==> config.mk <==
export PLATFORM = sky130hd
export DESIGN_NAME = irq_vector_mgr
export DESIGN_NICKNAME = d
export VERILOG_FILES = /design/src/rtl/ivm_pkg.sv /design/src/rtl/ivm_decode.sv /design/src/rtl/ivm_pending.sv /design/src/rtl/ivm_errlog.sv /design/src/rtl/irq_vector_mgr.sv
export SDC_FILE = /design/constraint.sdc
export NUM_CORES = 1
export LEC_CHECK = 0
export BUFFER_PORTS_ARGS = -buffer_cell sky130_fd_sc_hd__buf_2
export CORE_MARGIN = 2
export CORE_UTILIZATION = 40
export CTS_CLUSTER_SIZE = 8
export DETAILED_ROUTE_END_ITERATION = 6
export GPL_ROUTABILITY_DRIVEN = 0
export PLACE_DENSITY = 0.77
export SLEW_MARGIN = 40
export SYNTH_ARGS = -nofsm -noshare
export SYNTH_HDL_FRONTEND = slang
export SYNTH_HIERARCHICAL = 1
export SYNTH_SLANG_ARGS = --single-unit
export TNS_END_PERCENT = 5
==> constraint.sdc <==
create_clock -name clk -period 1.6 [get_ports clk]
set_clock_uncertainty 0.1 [all_clocks]
set_input_delay 0.24 -clock clk [delete_from_list [all_inputs] [get_ports clk]]
set_output_delay 0.24 -clock clk [all_outputs]
set_load 0.01 [all_outputs]
==> src/rtl/ivm_pkg.sv <==
package ivm_pkg;

    typedef enum logic [2:0] {
        OP_NOP    = 3'd0,
        OP_RAISE  = 3'd1,
        OP_ACK    = 3'd2,
        OP_LOWER  = 3'd3,
        OP_MASK   = 3'd4,
        OP_ERRCLR = 3'd5
    } ivm_op_e;

    localparam int ERR_W         = 8;
    localparam int ERR_SYS_LATE  = 0;
    localparam int ERR_PART_LATE = 1;
    localparam int ERR_ACK_BAD   = 6;
    localparam int ERR_OVERRUN   = 7;

endpackage

==> src/rtl/ivm_decode.sv <==
module ivm_decode
    import ivm_pkg::*;
#(
    parameter int VEC_W = 16
) (
    input  logic             op_valid,
    input  logic [2:0]       op_code,
    input  logic [VEC_W-1:0] op_data,
    input  logic [VEC_W-1:0] pend,
    output logic [VEC_W-1:0] sw_set,
    output logic [VEC_W-1:0] sw_clr,
    output logic             mask_we,
    output logic [ERR_W-1:0] err_clr,
    output logic             ack_bad
);

    ivm_op_e op;
    assign op = ivm_op_e'(op_code);

    always_comb begin
        sw_set  = '0;
        sw_clr  = '0;
        mask_we = 1'b0;
        err_clr = '0;
        ack_bad = 1'b0;
        if (op_valid) begin
            unique case (op)
                OP_RAISE:  sw_set = op_data;
                OP_ACK: begin
                    sw_clr  = op_data;
                    ack_bad = |(op_data & ~pend);
                end
                OP_LOWER:  sw_clr = op_data;
                OP_MASK:   mask_we = 1'b1;
                OP_ERRCLR: err_clr = op_data[ERR_W-1:0];
                default: ;
            endcase
        end
    end

endmodule

==> src/rtl/ivm_pending.sv <==
module ivm_pending #(
    parameter int VEC_W   = 16,
    parameter int SYS_BIT = 0
) (
    input  logic             clk,
    input  logic             rst_n,
    input  logic [VEC_W-1:0] src,
    input  logic [VEC_W-1:0] sw_set,
    input  logic [VEC_W-1:0] sw_clr,
    output logic [VEC_W-1:0] pend,
    output logic             overrun
);

    for (genvar b = 0; b < VEC_W; b++) begin : g_bit
        always_ff @(posedge clk) begin
            if (!rst_n)
                pend[b] <= 1'b0;
            else if (src[b] || sw_set[b])
                pend[b] <= 1'b1;
            else if (sw_clr[b])
                pend[b] <= 1'b0;
        end
    end

    assign overrun = src[SYS_BIT] & pend[SYS_BIT] & ~sw_clr[SYS_BIT];

endmodule

==> src/rtl/ivm_errlog.sv <==
module ivm_errlog
    import ivm_pkg::*;
(
    input  logic             clk,
    input  logic             rst_n,
    input  logic             sys_late,
    input  logic             part_late,
    input  logic             ack_bad,
    input  logic             overrun,
    input  logic [ERR_W-1:0] clr,
    output logic [ERR_W-1:0] err
);

    logic [ERR_W-1:0] set_bits;

    always_comb begin
        set_bits                = '0;
        set_bits[ERR_SYS_LATE]  = sys_late;
        set_bits[ERR_PART_LATE] = part_late;
        set_bits[ERR_ACK_BAD]   = ack_bad;
        set_bits[ERR_OVERRUN]   = overrun;
    end

    always_ff @(posedge clk) begin
        if (!rst_n)
            err <= '0;
        else
            err <= (err & ~clr) | set_bits;
    end

endmodule

==> src/rtl/irq_vector_mgr.sv <==
module irq_vector_mgr
    import ivm_pkg::*;
#(
    parameter int VEC_W   = 16,
    parameter int SYS_BIT = 0
) (
    input  logic             clk,
    input  logic             rst_n,
    input  logic [VEC_W-1:0] src_pulse_i,
    input  logic             sys_late_i,
    input  logic             part_late_i,
    input  logic             op_valid_i,
    input  logic [2:0]       op_code_i,
    input  logic [VEC_W-1:0] op_data_i,
    output logic [VEC_W-1:0] pend_o,
    output logic [VEC_W-1:0] masked_o,
    output logic             irq_o,
    output logic [ERR_W-1:0] err_o
);

    logic [VEC_W-1:0] sw_set, sw_clr, mask_q;
    logic             mask_we, ack_bad, overrun;
    logic [ERR_W-1:0] err_clr;

    ivm_decode #(.VEC_W(VEC_W)) u_dec (
        .op_valid (op_valid_i),
        .op_code  (op_code_i),
        .op_data  (op_data_i),
        .pend     (pend_o),
        .sw_set   (sw_set),
        .sw_clr   (sw_clr),
        .mask_we  (mask_we),
        .err_clr  (err_clr),
        .ack_bad  (ack_bad)
    );

    ivm_pending #(.VEC_W(VEC_W), .SYS_BIT(SYS_BIT)) u_pend (
        .clk     (clk),
        .rst_n   (rst_n),
        .src     (src_pulse_i),
        .sw_set  (sw_set),
        .sw_clr  (sw_clr),
        .pend    (pend_o),
        .overrun (overrun)
    );

    ivm_errlog u_err (
        .clk       (clk),
        .rst_n     (rst_n),
        .sys_late  (sys_late_i),
        .part_late (part_late_i),
        .ack_bad   (ack_bad),
        .overrun   (overrun),
        .clr       (err_clr),
        .err       (err_o)
    );

    always_ff @(posedge clk) begin
        if (!rst_n)
            mask_q <= '0;
        else if (mask_we)
            mask_q <= op_data_i;
    end

    assign masked_o = pend_o & mask_q;
    assign irq_o    = |masked_o;

endmodule

After elaboration in Yosys (flattened, before gate mapping)
Index checks and enable logic that the tools add are counted.
- equality and inequality tests: 5
- mux-type cells: 42
- bitwise operators: 9
- reductions and logical operators: 35
- operators with widths (kind ; number):
    $mux W16 ; 4
    $mux W1 ; 36
    $and A16 B16 Y16 ; 2
    $reduce_bool A2 Y1 ; 16
    $reduce_or A16 Y1 ; 2
    $logic_or A1 B1 Y1 ; 16
    $mux W8 ; 2
    $not A16 Y16 ; 1
    $and A8 B8 Y8 ; 1
    $not A8 Y8 ; 1
    $or A8 B8 Y8 ; 1
    $eq A3 B2 Y1 const B ; 2
    $eq A3 B3 Y1 const B ; 2
    $eq A3 B1 Y1 const B ; 1
    $and A1 B1 Y1 ; 2
    $reduce_or A2 Y1 ; 1
    $not A1 Y1 ; 1
- flip-flop bits (word level): 40
- input port bits: 40
- output and inout bits: 41
- logic and storage cells: 109

Longest topological paths before layout
Gate-level depths: netlist (run 1).
- depth after elaboration: 7
- gate-level depth with buffers: 6
- gate-level depth less buffers: 5

By module
The synthesis (run 1) kept the hierarchy.
- modules (own cells, without submodules) (module ; instances ; cells each ; area an instance (um^2) ; seq. area each (um^2)):
    irq_vector_mgr ; 1 ; 72 ; 733.2 ; 320.3
    ivm_pending ; 1 ; 51 ; 616.8 ; 320.3
    ivm_decode ; 1 ; 84 ; 417.9 ; 0.0
    ivm_errlog ; 1 ; 21 ; 249.0 ; 160.2

Worst setup path before layout (run 1)
OpenSTA, ideal clock, no wires.
- path type: reg-to-output
- start: register u_pend.pend[2]
- end: output port irq_o
- data arrival time: 1.597 ns
- required time: 1.260 ns
- setup slack: -0.337 ns
- cell stages (with the launch flop): 4
- buffers on the path: 0
- cell sequence: dfxtp_1 -> and2_1 -> or4_1 -> or4_1
- cells in the longest elaborated chain, start to end: 2
- ends and longest elaborated chain (element ; RTL line ; RTL):
    start: declaration ; ivm_pending.sv:10 ; output logic [VEC_W-1:0] pend,
    start signal: indexed assignment ; ivm_pending.sv:17 ; pend[b] <= 1'b0;
    start signal: indexed assignment ; ivm_pending.sv:19 ; pend[b] <= 1'b1;
    start signal: indexed assignment ; ivm_pending.sv:21 ; pend[b] <= 1'b0;
    $and A16 B16 Y16 ; irq_vector_mgr.sv:65 ; assign masked_o = pend_o & mask_q;
    via masked_o[2] ; irq_vector_mgr.sv:16 ; output logic [VEC_W-1:0] masked_o,
    $reduce_or A16 Y1 ; irq_vector_mgr.sv:66 ; assign irq_o = |masked_o;
    end: declaration ; irq_vector_mgr.sv:17 ; output logic irq_o,
The timed path passes the listed nets, and every way through them passes these cells.

Worst setup path in the final report (run 1)
- start: register mask_q[8]
- end: output port irq_o
- cells in the longest elaborated chain, start to end: 2
- ends and longest elaborated chain (element ; RTL line ; RTL):
    start: declaration ; irq_vector_mgr.sv:21 ; logic [VEC_W-1:0] sw_set, sw_clr, mask_q;
    start signal: assignment ; irq_vector_mgr.sv:62 ; mask_q <= op_data_i;
    $and A16 B16 Y16 ; irq_vector_mgr.sv:65 ;
    $reduce_or A16 Y1 ; irq_vector_mgr.sv:66 ;
Every way passes these cells.

==> results of run 1 <==
-- cell families (layout without fill, tap and decap cells) --
logic type      Yosys count  after routing  share of synthesized area
simple gates            123            123                     0.3474
mux                      16             16                    0.07940
buf+inv                  21            131                    0.05273
flops                    40             40                     0.3970
compound gates           28             28                     0.1234
-- stage by stage --
stage | cells | TNS (ns) | hold slack [ns] | setup WS [ns] | instance area [sq um]
floorplan | 228 | -1.687 | 0.2538 | -0.2660 | 2044
global placement | 397 | -0.4033 | 0.3253 | -0.4033 | 2734
detailed placement | 397 | -0.4151 | 0.3297 | -0.4151 | 2734
CTS | 405 | -0.7131 | 0.05089 | -0.7131 | 2874
global route | 405 | -0.7423 | 0.05390 | -0.7423 | 2879
finish | 405 | -0.7084 | 0.05677 | -0.7084 | 2879
-- sequential cells by signal, summed over array words and instances (netlist names) --
signal,flops
mask_q,16
u_pend/pend,16
u_err/err,8
-- placed cells by master, fill, tap and decap left out, types with 4 or more instances in the layout --
master,Yosys,routed
dfxtp_1,40,31
buf_2,3,79
and2_4,2,9
buf_4,0,27
nor2b_1,36,36
nor2_1,31,31
o21a_1,4,4
and2_1,16,9
and3_1,11,11
clkbuf_8,0,7
mux2i_1,16,16
o31a_2,15,15
o22ai_1,4,4
dfxtp_2,0,9
nand2_1,10,10
inv_1,13,13
-- where the power goes --
part	total, uW	switching, uW	internal, uW
logic	414	196	218
registers	1060	21.2	1040
clock network	903	353	551
-- cell type report --
class                           count  area share
Tap cell                           67     0.02912
Clock inverter                      1     0.01043
Timing Repair Buffer              110      0.2325
Clock buffer                        7     0.03346
Sequential cell                    40      0.2821
Inverter                           13     0.01695
Multi-Input combinational cell    167      0.3955
-- layer usage --
metal  vias up  share of wire  global-route usage
li1        987              -                   -
met1       925           0.43              0.2651
met2        73           0.49              0.3343
met3         9          0.057             0.04685
met4         0          0.016             0.06944
met5         -              0                   0
-- timing repair --
| action | 4_1_cts | 5_1_grt |
|---|---|---|
| resized for setup | 5 | 2 |
| pin swaps | 3 | 1 |
| setup buffers | 0 | 0 |
| setup endpoints to repair | 1 | 1 |
-- worst paths after layout --
path | endpoint | start | cells after the start
setup / recovery | irq_o | mask_q[8] | 4
hold / removal | u_err/err[0] | sys_late_i | 2
setup reg to reg | u_err/err[6] | u_pend/pend[15] | 6
hold reg to reg | u_err/err[4] | u_err/err[4] | 2
==> impl_metrics.json, run 1 <==
{
  "status": "complete, but fails checks",
  "violations": "negative setup slack",
  "nNetsFinal": 377,
  "syn_area_per_cell_sq_um": 8.846,
  "grt-ovfl-total": 0,
  "ioPinCount": 81,
  "slew_viol_final": 0,
  "yosys-top-cells-area": "dfxtp_1 40%, nor2b_1 11%, mux2i_1 7.9%, o31a_2 7.4%, nor2_1 5.8%",
  "grt_max_degree": 41,
  "netlist_instances": 228,
  "antenna_cells": 0,
  "rrSetupSlack_ns": 0.22,
  "worst_pin_slew_ns": 0.3643,
  "p_leak_uw": 0.001434,
  "dr.first_iter.drc_count": 116,
  "firstDrtPassIters": 4,
  "synth_seq_area_share": 0.3970,
  "crit_type": "reg -> out",
  "die_area_sq_mm": 0.005627,
  "grt_use_total": 0.2041,
  "critPathSlowestCell": "or4_4",
  "nFillCells": 443,
  "synth_edf_count": 0,
  "via_count": 1994,
  "worst-path-max-fanout": 2,
  "clock_latency_ns": 0.29,
  "synth-async-reset-ratio": 0,
  "cts_root_buf": "clkbuf_8",
  "drtAntennaViolNets": 0,
  "synth_top_area_cell": "dfxtp_1",
  "critPathLaunchType": "flop",
  "min_path_type": "in -> reg",
  "port_buffers": 80,
  "areaGrowthSynthToFinish_pct": 42.74,
  "cts_tree": "done",
  "yosys.area.top_type_share": 0.3970,
  "critPathRequiredTime_ns": 1.26,
  "yosysUniqueCellTypes": 29,
  "layout-drive-gt1-share": 0.4645,
  "ir_drop_mv": 0.5605,
  "fmax_mhz": 433.2,
  "cap_violations": 0,
  "multi_input_area_sq_mm": 0.001139,
  "core_sq_mm": 0.004786,
  "wl_per_cell_microns": 14.41,
  "period_share": 1.443,
  "via_per_inst": 4.923,
  "cp_top_family": "simple AND/OR/NAND/NOR gates",
  "die_width_microns": 75.01,
  "die_h_microns": 75.01,
  "drc": 0,
  "first_global_vias": 1866,
  "slew_headroom": 0.7571,
  "num_rows": 25,
  "seqCellArea_sq_um": 812.0,
  "synth_ff_type": "dfxtp_1",
  "synth_warnings": 6,
  "antenna_found_initial": 0,
  "critPathMostFrequentCell": "or4_4",
  "setup_viol": 1,
  "fin_crit_ns": 2.308,
  "synth_common_cells": "40 x dfxtp_1, 36 x nor2b_1, 31 x nor2_1, 16 x and2_1, 16 x mux2i_1",
  "p_per_area_mw_per_mm2": 827.2,
  "yosysMostFrequentCell": "dfxtp_1",
  "final_util": 0.6016,
  "worst_ep_arrival_time_ns": 1.97,
  "cts_buffers": 5,
  "htreeDepth": 2,
  "finalPower_uw": 2382,
  "syn_area_sq_mm": 0.002017,
  "synth_nets": 268,
  "grt_pass1_wl_microns": 8680,
  "path_buf_inv": 1,
  "clkSlewWorstSetupHoldPaths_ns": 0.08,
  "dp_hpwl_microns": 4352,
  "slowest_delay_ns": 0.54,
  "floorplan.initialDensity": 0.4214,
  "ys_ff_latch": 40,
  "finalWirelength_microns": 5836,
  "worstSetupEndpointType": "primary output",
  "crit_chain": "and2_4, or4_4, or4_4, buf_6",
  "worst_slack_ns": -0.7084,
  "cts_buffer_depth": 2,
  "clkSinkCount": 40,
  "rsz0062_at_grt": "true",
  "hold_viol": 0,
  "cts_hold_repair.buffers": 0
}
No activity file was read; power rests on OpenSTA's default activity.
==> run 2: changes to the inputs <==
--- a/config.mk
+++ b/config.mk
@@ -5,13 +5,14 @@
 export SDC_FILE = /design/constraint.sdc
 export NUM_CORES = 1
 export LEC_CHECK = 0
-export BUFFER_PORTS_ARGS = -buffer_cell sky130_fd_sc_hd__buf_2
+export ABC_AREA = 1
+export BUFFER_PORTS_ARGS = -buffer_cell sky130_fd_sc_hd__buf_4
 export CORE_MARGIN = 2
 export CORE_UTILIZATION = 40
 export CTS_CLUSTER_SIZE = 8
 export DETAILED_ROUTE_END_ITERATION = 6
 export GPL_ROUTABILITY_DRIVEN = 0
-export PLACE_DENSITY = 0.77
+export PLACE_DENSITY = 0.75
 export SLEW_MARGIN = 40
 export SYNTH_ARGS = -nofsm -noshare
 export SYNTH_HDL_FRONTEND = slang
==> constraint.sdc (replaced) <==
create_clock -name clk -period 1.6 [get_ports clk]
set_clock_uncertainty 0.1 [all_clocks]
set_input_delay 0.16 -clock clk [delete_from_list [all_inputs] [get_ports clk]]
set_output_delay 0.16 -clock clk [all_outputs]
set_load 0.01 [all_outputs]
==> run 2 against run 1 <==
  * The flow now finishes without violations
  * Global-route usage grew 0.99 points
  * Total power shrank 0.64%
  * Routed wire length grew 6.8%
  * Non-clock buffer count shrank 24
  * Die area grew 10%
  * Sequential share of layout area shrank 1.6 points
  * Clock-buffer cell count shrank 2
  * Design area grew 4.9%
  * Combinational power grew 6.8%
  * Worst hold slack lost 0.049 ns
  * Via count grew 18%
  * Largest cell class unchanged
  * Largest power group unchanged
  * Highest routed layer unchanged
==> impl_metrics.json, run 2 <==
{
  "status": "completed",
  "htreeDepth": 2,
  "first_global_vias": 2273,
  "cts_buffer_depth": 2,
  "critPathLaunchType": "flop",
  "p_leak_uw": 0.001639,
  "syn_area_per_cell_sq_um": 6.334,
  "worst_pin_slew_ns": 0.4459,
  "period_share": 0.9361,
  "critPathMostFrequentCell": "nand2_1",
  "met2_usage": 0.3615,
  "synth_top_family_by_area": "simple AND/OR/NAND/NOR gates",
  "synth_edf_count": 0,
  "nFillCells": 541,
  "cp_top_family": "simple AND/OR/NAND/NOR gates",
  "slew_viol_final": 0,
  "synth_warnings": 6,
  "ys_ff_latch": 40,
  "drtAntennaViolNets": 0,
  "top_regs": "mask_q (16), u_pend/pend (16), u_err/err (8)",
  "crit_chain": "nand2_1, nand2_1, inv_1, nand2_1, nor2_1, nand2_1, buf_4",
  "final_area_sq_mm": 0.003019,
  "yosys.area_share.simple": 0.3681,
  "setup_tns_ns": 0,
  "synth_common_cells": "86 x nor2_1, 84 x nand2_1, 69 x inv_1, 40 x dfxtp_1, 15 x o21ai_0",
  "rrSetupSlack_ns": 0.34,
  "path_buf_inv": 2,
  "crit_type": "reg -> out",
  "die_h_microns": 78.66,
  "dr.first_iter.drc_count": 139,
  "worstSetupEndpointType": "primary output",
  "dp_hpwl_microns": 4615,
  "cts_buffers": 5,
  "critPathSlowestCell": "dfxtp_1",
  "use_met1": 0.2683,
  "rsz0062_at_grt": "false",
  "synth_fa_ha_area_frac": 0,
  "synth_ff_type": "dfxtp_1",
  "num_rows": 27,
  "critPathRequiredTime_ns": 1.34,
  "via_count": 2351,
  "hold_viol": 0,
  "cts_setup_buffers": 0,
  "clkSinkCount": 40,
  "synth_top_area_cell": "dfxtp_1",
  "busiest_layer": "met2",
  "synth_nets": 392,
  "antenna_found_initial": 0,
  "antenna_cells": 0,
  "yosysUniqueCellTypes": 21,
  "die_width_microns": 78.66,
  "core_sq_mm": 0.005439,
  "syn_area_sq_mm": 0.002230,
  "synth-async-reset-ratio": 0,
  "final_cell_mix": "86 x nor2_1, 82 x nand2_1, 82 x buf_4, 69 x inv_1, 39 x dfxtp_1",
  "areaGrowthSynthToFinish_pct": 35.41,
  "drc": 0,
  "grt_use_met3": 0.04368,
  "grt_max_degree": 23,
  "p_per_area_mw_per_mm2": 783.8,
  "ir_drop_mv": 0.3801,
  "synth_compound_gate_area_share": 0.1066,
  "layout-drive-gt1-share": 0.2900,
  "fmax_mhz": 667.7,
  "cts_tree": "done",
  "netlist_instances": 352,
  "yosys.area.top_type_share": 0.3591,
  "die_area_sq_mm": 0.006187,
  "wl_per_cell_microns": 12.22,
  "finalWirelength_microns": 6233,
  "synth_mux_area_frac": 0,
  "firstDrtPassIters": 4,
  "nNetsFinal": 477,
  "fin_crit_ns": 1.498,
  "slowest_delay_ns": 0.35,
  "yosysMostFrequentCell": "nor2_1",
  "worst_ep_arrival_time_ns": 1.24,
  "setup_viol": 0,
  "grt_use_total": 0.2141,
  "clkSlewWorstSetupHoldPaths_ns": 0.08,
  "synth_xor_area_frac": 0,
  "ioPinCount": 81,
  "final_common_cell": "nor2_1",
  "floorplan.initialDensity": 0.4099,
  "via_per_inst": 4.610,
  "cap_violations": 0,
  "port_buffers": 80,
  "min_path_type": "in -> reg",
  "grt-ovfl-total": 0,
  "synth_seq_area_share": 0.3591,
  "cts_root_buf": "clkbuf_8",
  "worst-path-max-fanout": 4,
  "clock_latency_ns": 0.30,
  "slew_headroom": 0.7023,
  "grt_pass1_wl_microns": 10460,
  "yosys-top-cells-area": "dfxtp_1 36%, nor2_1 14%, nand2_1 14%, inv_1 12%, a21oi_2 5.5%",
  "place_area_sq_mm": 0.002861
}
## run 2: cell count changes in the layout (fill, tap and decap cells not counted), sizes merged, moves of 18 or more
cell,previous run,this run
a21oi,0,20
inv,13,76
and2,18,0
nor2b,37,0
buf,110,82
nand2,11,84
nor2,31,87
## run 2: report_power, final
group	total [uW]	internal, uW	switching (uW)
sequential	1090	1050	44.6
clock	834	462	372
combinational	442	201	241
## run 2: repair_timing
| action | 4_1_cts | 5_1_grt |
|---|---|---|
| resized for setup | 0 | 3 |
| setup endpoints to repair | 0 | 1 |
| hold endpoints to repair | 4 | 0 |
| hold buffers | 4 | 0 |
## run 2: final timing paths
check,start,endpoint,depth (start not counted)
setup / recovery,u_pend/pend[1],irq_o,7
hold / removal,op_data_i[6],mask_q[6],3
setup reg to reg,u_pend/pend[15],u_err/err[6],9
hold reg to reg,u_err/err[2],u_err/err[2],2
## run 2: area by class of cell
cell class	count	area [sq um]	share of cell area
multi-input combinational	228	1070	0.3543
sequential	40	802.0	0.2656
timing repair buffer	86	655.6	0.2172
inverter	76	290.3	0.09615
tap	72	90.09	0.02984
clock buffer	5	68.82	0.02279
clock inverter	3	42.54	0.01409
## run 2: kinds of logic after synthesis
kind of cell / count (synthesis)
simple gates: 191
buf+inv: 84
flops: 40
compound gates: 37
## run 2: layer usage
| layer | routed length (microns) | part of all wire |
|---|---|---|
| met1 | 2807 | 0.45 |
| met4 | 99 | 0.016 |
| met3 | 288 | 0.046 |
| met5 | 0 | 0 |
| met2 | 3037 | 0.49 |
## run 2: through the flow
step,setup WS [ns],utilization,hold slack (ns),cells,power [uW]
floorplan,0.2219,-,0.1738,352,1336
global placement,0.3689,0.5261,0.2985,498,1534
detailed placement,0.2763,0.5261,0.3063,498,1545
CTS,0.08109,0.5539,0.001289,510,2389
global route,0.003811,0.5551,0.005920,510,2489
finish,0.1023,0.5551,0.007600,510,2366
## run 2: worst register-to-register path, cell delays in order (launching register included)
cell,delay [ns]
dfxtp_1,0.41
inv_1,0.06
nand2_1,0.05
o21ai_0,0.08
nor2_1,0.13
nand2_1,0.07
nor2_1,0.08
nor2_1,0.05
inv_1,0.07
a21oi_2,0.05
